--- config.mk ---
export PLATFORM = sky130hd
export DESIGN_NAME = memmap_router
export DESIGN_NICKNAME = d
export VERILOG_FILES = /design/src/rtl/memmap_pkg.sv /design/src/rtl/memmap_addr_dec.sv /design/src/rtl/memmap_io_bank.sv /design/src/rtl/memmap_rd_mux.sv /design/src/rtl/memmap_router.sv
export SDC_FILE = /design/constraint.sdc
export NUM_CORES = 1
export LEC_CHECK = 0
export CORE_UTILIZATION = 25
export CTS_BUF_LIST = sky130_fd_sc_hd__clkbuf_2
export CTS_CLUSTER_DIAMETER = 200
export CTS_CLUSTER_SIZE = 24
export DETAILED_ROUTE_END_ITERATION = 10
export DONT_BUFFER_PORTS = 1
export SLEW_MARGIN = 20
export SYNTH_ARGS = -nofsm -noshare
export SYNTH_HDL_FRONTEND = slang
export SYNTH_SLANG_ARGS = --single-unit
--- constraint.sdc ---
create_clock -name clk -period 4.6 [get_ports clk]
set_input_delay 0.23 -clock clk [delete_from_list [all_inputs] [get_ports clk]]
set_output_delay 0.23 -clock clk [all_outputs]
set_load 0.02 [all_outputs]
--- src/rtl/memmap_pkg.sv ---
package memmap_pkg;
  typedef enum logic [1:0] {
    SRC_NONE = 2'd0,
    SRC_BOOT = 2'd1,
    SRC_DMEM = 2'd2,
    SRC_IO   = 2'd3
  } rsrc_e;

  localparam logic [3:0] NIB_FETCH_IMEM = 4'b0001;
  localparam logic [3:0] NIB_BOOT       = 4'b0100;
  localparam logic [3:0] NIB_IO         = 4'b1000;

  // word index (address bits 4:2) inside the I/O region
  localparam logic [2:0] IOW_STATUS = 3'd0;
  localparam logic [2:0] IOW_RXBYTE = 3'd1;
  localparam logic [2:0] IOW_TXBYTE = 3'd2;
  localparam logic [2:0] IOW_CYCLES = 3'd4;
  localparam logic [2:0] IOW_RETIRE = 3'd5;
  localparam logic [2:0] IOW_CLEAR  = 3'd6;
endpackage

--- src/rtl/memmap_addr_dec.sv ---
module memmap_addr_dec
  import memmap_pkg::*;
#(
  parameter int ADDR_W = 32
) (
  input  logic [ADDR_W-1:0] fetch_pc,
  input  logic [ADDR_W-1:0] d_addr,
  input  logic              d_re,
  input  logic              d_we,
  output logic              fetch_imem_en,
  output logic              fetch_boot_en,
  output logic              imem_wen,
  output logic              dmem_en,
  output logic              dmem_wen,
  output logic              boot_den,
  output logic              io_hit,
  output rsrc_e             rd_src
);
  localparam int NIB_LSB  = ADDR_W - 4;
  localparam int BOOT_BIT = ADDR_W - 2;

  logic [3:0] f_nib, d_nib;
  logic       in_imem_w, in_dmem, in_boot, in_io;

  assign f_nib = fetch_pc[ADDR_W-1:NIB_LSB];
  assign d_nib = d_addr[ADDR_W-1:NIB_LSB];

  assign fetch_imem_en = (f_nib == NIB_FETCH_IMEM);
  assign fetch_boot_en = (f_nib == NIB_BOOT);

  assign in_imem_w = (d_nib[3:1] == 3'b001);
  assign in_dmem   = (d_nib[3:2] == 2'b00) && d_nib[0];
  assign in_boot   = (d_nib == NIB_BOOT);
  assign in_io     = (d_nib == NIB_IO);

  assign imem_wen = in_imem_w && d_we && fetch_pc[BOOT_BIT];
  assign dmem_en  = in_dmem && (d_re || d_we);
  assign dmem_wen = in_dmem && d_we;
  assign boot_den = in_boot && d_re;
  assign io_hit   = in_io;

  always_comb begin
    rd_src = SRC_NONE;
    if (d_re) begin
      if (in_dmem)      rd_src = SRC_DMEM;
      else if (in_boot) rd_src = SRC_BOOT;
      else if (in_io)   rd_src = SRC_IO;
    end
  end
endmodule

--- src/rtl/memmap_io_bank.sv ---
module memmap_io_bank
  import memmap_pkg::*;
#(
  parameter int ADDR_W = 32,
  parameter int DATA_W = 32,
  parameter int CNT_W  = 32
) (
  input  logic              clk,
  input  logic              rst,
  input  logic              io_hit,
  input  logic              d_re,
  input  logic              d_we,
  input  logic [ADDR_W-5:0] offset,
  input  logic [DATA_W-1:0] wdata,
  input  logic              retire,
  input  logic              rx_valid,
  input  logic [7:0]        rx_byte,
  input  logic              tx_ready,
  output logic [DATA_W-1:0] io_rdata,
  output logic              rx_ready,
  output logic              tx_valid,
  output logic [7:0]        tx_byte
);
  localparam int NCNT = 2;

  logic       slot_ok, rd, wr;
  logic [2:0] word;
  logic       clear;
  logic [CNT_W-1:0] cnt [NCNT];
  logic [DATA_W-1:0] rd_val;

  assign word    = offset[4:2];
  assign slot_ok = io_hit && (offset[ADDR_W-5:5] == '0);
  assign rd      = slot_ok && d_re;
  assign wr      = slot_ok && d_we;
  assign clear   = wr && (word == IOW_CLEAR);

  // counter 0 counts clock cycles, counter 1 counts retired instructions
  for (genvar i = 0; i < NCNT; i++) begin : g_cnt
    logic bump;
    if (i == 0) begin : g_cyc
      assign bump = 1'b1;
    end else begin : g_ret
      assign bump = retire;
    end
    always_ff @(posedge clk) begin
      if (rst || clear) cnt[i] <= '0;
      else if (bump)    cnt[i] <= cnt[i] + 1'b1;
    end
  end

  always_comb begin
    rd_val = '0;
    case (word)
      IOW_STATUS: rd_val[1:0] = {rx_valid, tx_ready};
      IOW_RXBYTE: rd_val[7:0] = rx_byte;
      IOW_CYCLES: rd_val = DATA_W'(cnt[0]);
      IOW_RETIRE: rd_val = DATA_W'(cnt[1]);
      default:    rd_val = '0;
    endcase
  end

  always_ff @(posedge clk) begin
    if (rst) begin
      io_rdata <= '0;
      rx_ready <= 1'b0;
      tx_valid <= 1'b0;
      tx_byte  <= '0;
    end else begin
      io_rdata <= rd ? rd_val : '0;
      rx_ready <= rd && (word == IOW_RXBYTE) && rx_valid;
      tx_valid <= wr && (word == IOW_TXBYTE) && tx_ready;
      if (wr && (word == IOW_TXBYTE) && tx_ready) tx_byte <= wdata[7:0];
    end
  end
endmodule

--- src/rtl/memmap_rd_mux.sv ---
module memmap_rd_mux
  import memmap_pkg::*;
#(
  parameter int DATA_W = 32
) (
  input  logic              clk,
  input  logic              rst,
  input  rsrc_e             rd_src,
  input  logic [DATA_W-1:0] boot_rdata,
  input  logic [DATA_W-1:0] dmem_rdata,
  input  logic [DATA_W-1:0] io_rdata,
  output logic [DATA_W-1:0] d_rdata
);
  rsrc_e src_q;

  always_ff @(posedge clk) begin
    if (rst) src_q <= SRC_NONE;
    else     src_q <= rd_src;
  end

  always_comb begin
    case (src_q)
      SRC_BOOT: d_rdata = boot_rdata;
      SRC_DMEM: d_rdata = dmem_rdata;
      SRC_IO:   d_rdata = io_rdata;
      default:  d_rdata = '0;
    endcase
  end
endmodule

--- src/rtl/memmap_router.sv ---
module memmap_router
  import memmap_pkg::*;
#(
  parameter int ADDR_W = 32,
  parameter int DATA_W = 32,
  parameter int CNT_W  = 32,
  localparam int STRB_W = DATA_W / 8
) (
  input  logic              clk,
  input  logic              rst,
  input  logic [ADDR_W-1:0] fetch_pc,
  input  logic [ADDR_W-1:0] d_addr,
  input  logic              d_re,
  input  logic              d_we,
  input  logic [DATA_W-1:0] d_wdata,
  input  logic [STRB_W-1:0] d_wmask,
  input  logic              retire,
  input  logic              uart_rx_valid,
  input  logic [7:0]        uart_rx_byte,
  input  logic              uart_tx_ready,
  input  logic [DATA_W-1:0] boot_rdata,
  input  logic [DATA_W-1:0] dmem_rdata,
  output logic              fetch_imem_en,
  output logic              fetch_boot_en,
  output logic              fetch_from_boot,
  output logic              imem_wen,
  output logic              dmem_en,
  output logic              dmem_wen,
  output logic              boot_den,
  output logic [STRB_W-1:0] mem_wmask,
  output logic [DATA_W-1:0] d_rdata,
  output logic              uart_rx_ready,
  output logic              uart_tx_valid,
  output logic [7:0]        uart_tx_byte
);
  logic              io_hit;
  rsrc_e             rd_src;
  logic [DATA_W-1:0] io_rdata;

  memmap_addr_dec #(.ADDR_W(ADDR_W)) u_dec (
    .fetch_pc      (fetch_pc),
    .d_addr        (d_addr),
    .d_re          (d_re),
    .d_we          (d_we),
    .fetch_imem_en (fetch_imem_en),
    .fetch_boot_en (fetch_boot_en),
    .imem_wen      (imem_wen),
    .dmem_en       (dmem_en),
    .dmem_wen      (dmem_wen),
    .boot_den      (boot_den),
    .io_hit        (io_hit),
    .rd_src        (rd_src)
  );

  memmap_io_bank #(.ADDR_W(ADDR_W), .DATA_W(DATA_W), .CNT_W(CNT_W)) u_io (
    .clk      (clk),
    .rst      (rst),
    .io_hit   (io_hit),
    .d_re     (d_re),
    .d_we     (d_we),
    .offset   (d_addr[ADDR_W-5:0]),
    .wdata    (d_wdata),
    .retire   (retire),
    .rx_valid (uart_rx_valid),
    .rx_byte  (uart_rx_byte),
    .tx_ready (uart_tx_ready),
    .io_rdata (io_rdata),
    .rx_ready (uart_rx_ready),
    .tx_valid (uart_tx_valid),
    .tx_byte  (uart_tx_byte)
  );

  memmap_rd_mux #(.DATA_W(DATA_W)) u_mux (
    .clk        (clk),
    .rst        (rst),
    .rd_src     (rd_src),
    .boot_rdata (boot_rdata),
    .dmem_rdata (dmem_rdata),
    .io_rdata   (io_rdata),
    .d_rdata    (d_rdata)
  );

  // one shared byte mask, qualified by the per-target write enables
  assign mem_wmask = (imem_wen || dmem_wen) ? d_wmask : '0;

  always_ff @(posedge clk) begin
    if (rst) fetch_from_boot <= 1'b0;
    else     fetch_from_boot <= fetch_boot_en;
  end
endmodule

==> results.json, run 1 <==
{
  "hold_ws_ps": 43.1,
  "initial_core_util_pct": 25.7,
  "finalMaxSlewViolations": 0,
  "final.setup_skew_ps": 36.2,
  "endpoint_kind": "output port",
  "final-hold-violation-count": 0,
  "rsz0062_at_grt": "no",
  "nets": 778,
  "die_h_um": 152,
  "coreArea_um2": 22000,
  "yosysSeqAreaShare_pct": 44.4,
  "cellPowerDensity_nw_per_um2": 266,
  "antenna_found_initial": 5,
  "ys_warn_count": 0,
  "grt_pass1_vias": 4211,
  "p_leak_uw": 0.00207,
  "drc_errors": 6,
  "drt_iter0_drc": 310,
  "synth_nets": 769,
  "cts_resized": 0,
  "die_area_um2": 23200,
  "dr.pass1.iters": 7,
  "tightestPinTransition_ps": 1120,
  "syn_inst": 588,
  "violations": "design-rule violations",
  "path_class": "reg2out",
  "clockPowerShare_pct": 29.9,
  "max_freq_ghz": 0.386,
  "grt_max_degree": 34,
  "grt_pass1_wl_um": 23300,
  "relSlewSlack_pct": 25.6,
  "wl_met3_um": 812,
  "cell_internal_pwr_uw": 1260,
  "clkLatencyLatePin_ps": 640,
  "synth-edff-count": 32,
  "placed_cells": 835,
  "cts_inserted_buffers": 9,
  "gr-total-overflow": 0,
  "dieWidth_um": 152,
  "numPortBuffers": 0,
  "period_share_pct": 56.3,
  "start_kind": "flop",
  "hp-class": "in2reg",
  "drive_above_1_share_pct": 13.0,
  "clock_sinks": 109,
  "cts_root_buf": "clkbuf_2",
  "clkTransAtPathRegs_ps": 300,
  "pwr-share-seq_pct": 61.7,
  "routed-wl-met2_um": 7000,
  "top_layer_used": "met5",
  "final_common_cell": "nor2_1",
  "period_needed_ps": 2590,
  "htreeDepth": 3,
  "via_count": 4419,
  "avgRoutedWirePerCell_um": 16.8,
  "combPwrFrac_pct": 8.4,
  "drv_cap": 0,
  "wl_met1_um": 6690,
  "drt-vias-per-instance": 5.00,
  "stdcell_count": 884,
  "arrival_ps": 2360,
  "required_ps": 4370,
  "async_flop_share_pct": 0,
  "yosys_register_bits": 109,
  "ir_worst_vdd_v": 0.000111,
  "ys_types": 46,
  "fill_cells": 2279,
  "finalSetupTns_ps": 0,
  "final_cell_mix": "107 x nor2_1, 77 x dfxtp_1, 37 x mux2_2, 37 x xor2_1",
  "swShare_pct": 25.1,
  "clockBufferDepth": 2,
  "cts_tree": "yes",
  "yosys_most_used_dff": "dfxtp_1",
  "run_status": "complete, but fails checks",
  "dp_hpwl_um": 10500,
  "wirelength_um": 14800,
  "p_switching_uw": 423,
  "crit_fanout": 33,
  "place_congestion": 0.760,
  "area_delta_synth_final_pct": 12.6,
  "num_rows": 54,
  "finalSetupViolCount": 0,
  "ant_nets": 0,
  "synth_area_um2": 5640,
  "syn_avg_cell_area_um2": 9.59,
  "io_pins": 232,
  "track_usage_pct": 12.8
}
[path summary, 6_finish.rpt]
path | from | endpoint | slack [ps] | depth (start not counted)
setup / recovery | u_mux.src_q[0] | d_rdata[3] | 2010 | 4
hold reg to reg | u_io.cnt[0][0] | u_io.cnt[0][0] | 520 | 1
setup reg to reg | u_io.cnt[1][9] | u_io.cnt[1][26] | 2120 | 5
hold / removal | d_addr[2] | u_io.io_rdata[0] | 40 | 2
[area by class of cell]
cell class                 count  area (µm²)  area share (%)
antenna                        2        5.00          0.0788
clock buffer                  10        50.0           0.788
clock inverter                 6        86.3            1.36
inverter                       9        33.8           0.532
multi-input combinational    429        2950            46.5
sequential                   109        2500            39.4
tap                          280         350            5.52
timing repair buffer          39         370            5.83
[kinds of logic after synthesis]
logic type / Yosys count / share of synthesized area (%)
flops: 109 / 44.4
compound gates: 70 / 9.88
simple gates: 252 / 23.0
mux: 47 / 9.61
fa+ha+maj: 2 / 0.444
buf+inv: 50 / 3.66
xor+xnor: 58 / 9.01
[sequential cells by signal, indices dropped and copies added, names as in the netlist]
register,cells
u_mux.src_q,2
u_io.io_rdata,32
u_io.cnt,64
fetch_from_boot,1
u_io.tx_byte,8
u_io.tx_valid,1
u_io.rx_ready,1
[synthesized netlist by cell type, drive strengths merged (4+ instances only)]
| library cell | count | area (µm²) |
|---|---|---|
| and3 | 8 | 51.3 |
| a22oi | 30 | 225 |
| xor2 | 37 | 324 |
| mux2 | 37 | 417 |
| mux2i | 8 | 80.1 |
| and4 | 5 | 43.8 |
| a22o | 32 | 280 |
| nor3 | 15 | 75.1 |
| nand2 | 22 | 82.6 |
| nor4 | 15 | 130 |
| xnor2 | 21 | 184 |
| and2 | 6 | 37.5 |
| edfxtp | 32 | 961 |
| dfxtp | 77 | 1540 |
| nor2b | 4 | 25.0 |
| inv | 9 | 33.8 |
| nand3 | 21 | 105 |
| or3 | 4 | 25.0 |
| buf | 12 | 63.8 |
| nor2 | 108 | 408 |
| clkbuf | 29 | 109 |
| nand4 | 26 | 175 |
[power groups by stage]
stage          Clock, µW  Sequential, µW  Combinational [µW]
3_3_place_gp           0            1060                 117
6_report             503            1040                 142
4_1_cts              524            1040                 143
3_5_place_dp           0            1060                 118
5_1_grt              554            1050                 154
2_1_floorplan          0            1050                 105
[routing by layer]
metal	vias to the layer above	GRT usage (%)
met5	-	0
li1	2129	-
met4	4	4.96
met2	100	20.4
met1	2168	16.2
met3	18	3.92
[what timing repair did]
action                                 CTS  global route
buffers inserted                         0             0
endpoints found under the hold margin   43             0
hold buffers                            31             0
[metrics by stage]
stage	setup slack (ps)	util, %	instance area (µm²)	power (µW)
after floorplan	2460	-	5640	1150
after global placement	2200	26.8	5900	1170
final	2010	28.9	6350	1690
after global routing	1860	28.9	6350	1750
after CTS	1950	28.9	6340	1710
after detailed placement	2190	26.8	5900	1180
[worst max-delay path, cell delays in order, from the launching register on]
cell	delay (ps)
dfxtp_1	380
buf_4	390
nor2b_2	220
buf_4	360
a22o_1	370
(Power assumes the default switching activity.)
==> run 2: changes to the inputs <==
ABC_AREA = 1   (was not set)
clock period = 2.4 ns   (was 4.6 ns; I/O delays follow)
==> results.json, run 2 <==
{
  "relSlewSlack_pct": 56.0,
  "placed_cells": 1279,
  "ff2ff_setup_slack_ps": 380,
  "avgRoutedWirePerCell_um": 12.9,
  "cell_internal_pwr_uw": 2190,
  "cp-endpoint": "u_io.tx_byte[7]",
  "nets": 1202,
  "grt_max_degree": 33,
  "path_depth": 10,
  "dieWidth_um": 162,
  "cts_root_buf": "clkbuf_2",
  "combPwrFrac_pct": 8.8,
  "wirelength_um": 17500,
  "dr.pass1.iters": 5,
  "syn_avg_cell_area_um2": 6.60,
  "cts_inserted_buffers": 9,
  "period_share_pct": 95.0,
  "initial_core_util_pct": 25.4,
  "endpoint_kind": "flop",
  "finalSetupTns_ps": 0,
  "rr_worst_depth": 4,
  "num_rows": 58,
  "final-hold-violation-count": 0,
  "final_cell_mix": "348 x nand2_1, 165 x nor2_1, 97 x inv_1, 77 x dfxtp_1, 61 x dlygate4sd3_1",
  "drt-vias-per-instance": 4.50,
  "clkLatencyLatePin_ps": 630,
  "clkTransAtPathRegs_ps": 300,
  "finalMaxSlewViolations": 0,
  "cts_setup_buffers": 0,
  "grt_pass1_vias": 5711,
  "largest_reg_flops": 64,
  "yosys-top-cells-count": "349 x nand2_1, 167 x nor2_1, 98 x inv_1",
  "drv_cap": 0,
  "p_leak_uw": 0.00267,
  "worstPathCellList": "dlygate4sd3_1 -> or2_1 -> nor2_2 -> nand2_1 -> nor2_2 -> nand4_1 -> dlygate4sd3_1 -> nand2_1 -> nor2_1 -> dlygate4sd3_1",
  "final_common_cell": "nand2_1",
  "gr-total-overflow": 0,
  "rsz0062_at_grt": "no",
  "antenna_found_initial": 1,
  "drc_errors": 0,
  "synth_nets": 1149,
  "ys_types": 36,
  "die_area_um2": 26200,
  "yosysMostFrequentCell": "nand2_1",
  "ant_nets": 0,
  "yosysSeqAreaShare_pct": 39.2,
  "cts_tree": "yes",
  "coreArea_um2": 25100,
  "dp_hpwl_um": 13100,
  "io_pins": 232,
  "critPathBufInv": 3,
  "grt_pass1_wl_um": 28000,
  "cellPowerDensity_nw_per_um2": 412,
  "arrival_ps": 2840,
  "finalSetupViolCount": 0,
  "r2r-start": "u_io.cnt[0][1]",
  "drt_iter0_drc": 256,
  "synth_area_leaders": "dfxtp_1 24%, nand2_1 21%, edfxtp_1 15%",
  "synth_top_area_share_pct": 24.1,
  "via_count": 6098,
  "path_class": "in2reg",
  "swShare_pct": 28.4,
  "ys_warn_count": 0,
  "htreeDepth": 3,
  "cpPeakStageDelay_ps": 580,
  "synth-edff-count": 32,
  "start_kind": "input port",
  "yosys_register_bits": 109,
  "tightestPinTransition_ps": 657,
  "fill_cells": 2736,
  "stdcell_count": 1356,
  "ir_worst_vdd_v": 0.000157,
  "final.setup_skew_ps": 31.1,
  "yosysTopAreaCell": "dfxtp_1",
  "track_usage_pct": 13.5,
  "clockPowerShare_pct": 25.8,
  "critical-path-top-delay-family": "buffers and inverters",
  "pwr-share-seq_pct": 65.4,
  "p_switching_uw": 868,
  "period_needed_ps": 2280,
  "numPortBuffers": 0,
  "drive_above_1_share_pct": 4.98,
  "rr_endpoint": "u_io.io_rdata[1]",
  "required_ps": 2960,
  "clockBufferDepth": 2,
  "place_congestion": 0.851,
  "synth_area_um2": 6390,
  "area_delta_synth_final_pct": 16.1,
  "hp-class": "in2reg",
  "async_flop_share_pct": 0,
  "clock_sinks": 109,
  "cpMostUsedCell": "dlygate4sd3_1",
  "crit_fanout": 8,
  "largest-register": "u_io.cnt",
  "yosys_most_used_dff": "dfxtp_1",
  "syn_inst": 968,
  "startpoint": "d_addr[28]",
  "max_freq_ghz": 0.439,
  "die_h_um": 162,
  "critPathSlowestCell": "dlygate4sd3_1",
  "run_status": "completed",
  "top_regs": "u_io.cnt: 64 flops, u_io.io_rdata: 32 flops, u_io.tx_byte: 8 flops"
}
## run 2: cell count changes in the layout (fill, tap and decap cells not counted), sizes merged, moves of 8 or more
cell	change
nand2	+331
inv	+90
nor2	+69
nand3	+41
a21oi	+39
mux2	-37
a22o	-30
a22oi	-30
dlygate4sd3	+30
xor2	-20
nor4	-14
nand3b	+12
and3	-8
mux2i	-8
## run 2: final cells by class
cell class / count / area, µm² / share of cell area (%)
multi-input combinational: 733 / 3350 / 45.2
sequential: 109 / 2500 / 33.7
timing repair buffer: 68 / 676 / 9.11
tap: 330 / 413 / 5.57
inverter: 100 / 379 / 5.11
clock inverter: 6 / 48.8 / 0.658
clock buffer: 9 / 45.0 / 0.607
antenna: 1 / 2.50 / 0.0337
## run 2: cell families after synthesis
kind of cell	synth area share, %
simple gates	42.6
flops	39.2
xor+xnor	4.25
fa+ha+maj	0.392
compound gates	5.01
buf+inv	8.56
## run 2: power by group through the flow
| stage | Combinational, µW | Sequential, µW | Clock (µW) |
|---|---|---|---|
| final | 268 | 2000 | 788 |
| after detailed placement | 218 | 2030 | 0 |
| after floorplan | 189 | 2020 | 0 |
| after global placement | 216 | 2030 | 0 |
| after CTS | 266 | 2000 | 819 |
| after global routing | 299 | 2010 | 887 |
## run 2: per-layer routing
| metal | vias up | global-route usage [%] | routed length [µm] |
|---|---|---|---|
| met5 | - | 0 | 0 |
| li1 | 3144 | - | - |
| met4 | 0 | 6.30 | 437 |
| met3 | 32 | 2.27 | 958 |
| met1 | 2718 | 16.3 | 7810 |
| met2 | 204 | 23.3 | 8330 |
## run 2: worst min path at each step
stage,startpoint,to,slack (ps),depth (start not counted)
final,fetch_pc[31],fetch_from_boot,180,3
after global routing,fetch_pc[31],fetch_from_boot,140,3
after CTS,fetch_pc[31],fetch_from_boot,110,3
after detailed placement,rst,u_io.tx_valid,190,1
after global placement,rst,u_io.tx_valid,190,1
after floorplan,rst,u_io.tx_valid,190,1
## run 2: repair_timing
action,in CTS,in global routing
gates resized for setup,0,4
endpoints found under the setup margin,0,38
hold buffers,61,0
hold endpoints to repair,137,0
## run 2: per-stage QoR
step                util (%)  setup slack, ps  hold WS, ps  power (µW)  cell area [µm²]
global route            29.5             7.52          145        3200             7420
CTS                     29.5             18.7          111        3080             7400
detailed placement      26.7              542          195        2250             6700
floorplan                  -              315          192        2200             6390
global placement        26.7              584          193        2250             6700
finish                  29.5              120          179        3060             7420
## run 2: worst register-to-register path, stage by stage, from the launching register on
cell           delay (ps)
dfxtp_1               400
a22o_1                230
dlygate4sd3_1         550
o21a_1                180
dlygate4sd3_1         560
==> run 3: changes to the inputs <==
CTS_BUF_LIST = not set   (was sky130_fd_sc_hd__clkbuf_2)
MAX_ROUTING_LAYER = met4   (was not set)
==> results.json, run 3 (same netlist as run 2, synthesis figures left out) <==
{
  "run_status": "complete, but fails checks",
  "violations": "negative hold slack",
  "period_share_pct": 82.3,
  "initial_core_util_pct": 25.4,
  "track_usage_pct": 13.3,
  "finalSetupViolCount": 0,
  "clkLatencyLatePin_ps": 360,
  "die_h_um": 162,
  "clockBufferDepth": 2,
  "ir_worst_vdd_v": 0.000364,
  "grt_pass1_vias": 5346,
  "antenna_found_initial": 0,
  "drt_iter0_drc": 242,
  "fill_cells": 2764,
  "top_regs": "u_io.cnt: 64 flops, u_io.io_rdata: 32 flops, u_io.tx_byte: 8 flops",
  "wl_met3_um": 963,
  "design_area_um2": 7110,
  "top_layer_used": "met4",
  "finalWorstSetupSlack_ps": 426,
  "finalCoreUtilization_pct": 28.3,
  "cts_root_buf": "clkbuf_16",
  "area_delta_synth_final_pct": 11.3,
  "largest-register": "u_io.cnt",
  "drc_errors": 0,
  "rsz0062_at_grt": "no",
  "num_rows": 58,
  "largest_reg_flops": 64,
  "required_ps": 2280,
  "clock_sinks": 109,
  "coreArea_um2": 25100,
  "cellPowerDensity_nw_per_um2": 512,
  "postPlaceCellArea_um2": 6700,
  "diodes": 0,
  "drv_cap": 0,
  "grt_pass1_wl_um": 26600,
  "max_freq_ghz": 0.507,
  "post-place-ws_ps": 542,
  "arrival_ps": 1850,
  "worstPathCellList": "inv_1 -> nand2_1 -> inv_1 -> nand2_1 -> nand3_1",
  "start_kind": "flop",
  "numPortBuffers": 0,
  "relSlewSlack_pct": 44.2,
  "via_count": 5861,
  "hp-class": "in2reg",
  "period_needed_ps": 1970,
  "drt-vias-per-instance": 4.48,
  "clkTransAtPathRegs_ps": 70,
  "avgRoutedWirePerCell_um": 12.8,
  "nets": 1155,
  "crit_fanout": 32,
  "io_pins": 232,
  "drive_above_1_share_pct": 4.81,
  "wl_met1_um": 7590,
  "final.setup_skew_ps": 7.62,
  "htreeDepth": 3,
  "dieWidth_um": 162,
  "final_common_cell": "nand2_1",
  "place_congestion": 0.865,
  "final-hold-violation-count": 1,
  "endpoint_kind": "output port",
  "tightestPinTransition_ps": 836,
  "path_class": "reg2out",
  "ant_nets": 0,
  "finalMaxSlewViolations": 0,
  "wirelength_um": 16700,
  "dp_hpwl_um": 13100,
  "final_cell_mix": "349 x nand2_1, 166 x nor2_1, 98 x inv_1, 77 x dfxtp_1, 56 x nand3_1",
  "routed-wl-met2_um": 7670,
  "hold_ws_ps": -7.66,
  "gr-total-overflow": 0,
  "critPathSlowestCell": "inv_1",
  "cts_tree": "yes",
  "cpPeakStageDelay_ps": 600,
  "p_leak_uw": 0.00253,
  "critPathBufInv": 2,
  "die_area_um2": 26200,
  "cts_inserted_buffers": 9,
  "grt_max_degree": 33,
  "finalSetupTns_ps": 0,
  "critical-path-top-delay-family": "buffers and inverters",
  "dr.pass1.iters": 5
}
==> run 3: what timing repair did <==
action                                 CTS  global route
endpoints found under the hold margin   17             0
resized for setup                        0             0
setup buffers                            0             0
hold buffers                            14             0
==> run 3: stage by stage <==
stage / std cells / total power (µW)
after CTS: 1308 / 3680
after global placement: 1279 / 2250
after floorplan: 968 / 2200
final: 1308 / 3640
after detailed placement: 1279 / 2250
after global routing: 1308 / 3780
==> run 3: final cells by class <==
| cell class | count | area (µm²) | area share, % |
|---|---|---|---|
| Clock buffer | 9 | 225 | 3.17 |
| Clock inverter | 6 | 48.8 | 0.686 |
| Inverter | 100 | 375 | 5.28 |
| Multi-Input combinational cell | 733 | 3340 | 47.0 |
| Sequential cell | 109 | 2500 | 35.2 |
| Tap cell | 330 | 413 | 5.81 |
| Timing Repair Buffer | 21 | 205 | 2.89 |
==> run 3: worst paths after layout <==
kind	start	to	slack (ps)	cells after the start
max	u_mux.src_q[0]	d_rdata[29]	430	5
min	uart_rx_byte[5]	u_io.io_rdata[5]	-8	2
max reg2reg	u_io.cnt[1][0]	u_io.cnt[1][22]	500	8
min reg2reg	u_io.cnt[0][0]	u_io.cnt[0][0]	470	1
==> run 3: report_power, final <==
group | switching (µW) | total [µW] | internal (µW)
Sequential | 54.9 | 1990 | 1940
Combinational | 156 | 237 | 80.7
Clock | 708 | 1420 | 709
Total | 919 | 3640 | 2730
==> run 3: per-layer routing <==
layer | track usage (%) | vias up
li1 | - | 3044
met1 | 16.1 | 2602
met2 | 21.8 | 188
met3 | 1.89 | 27
met4 | 5.79 | 0
met5 | - | -
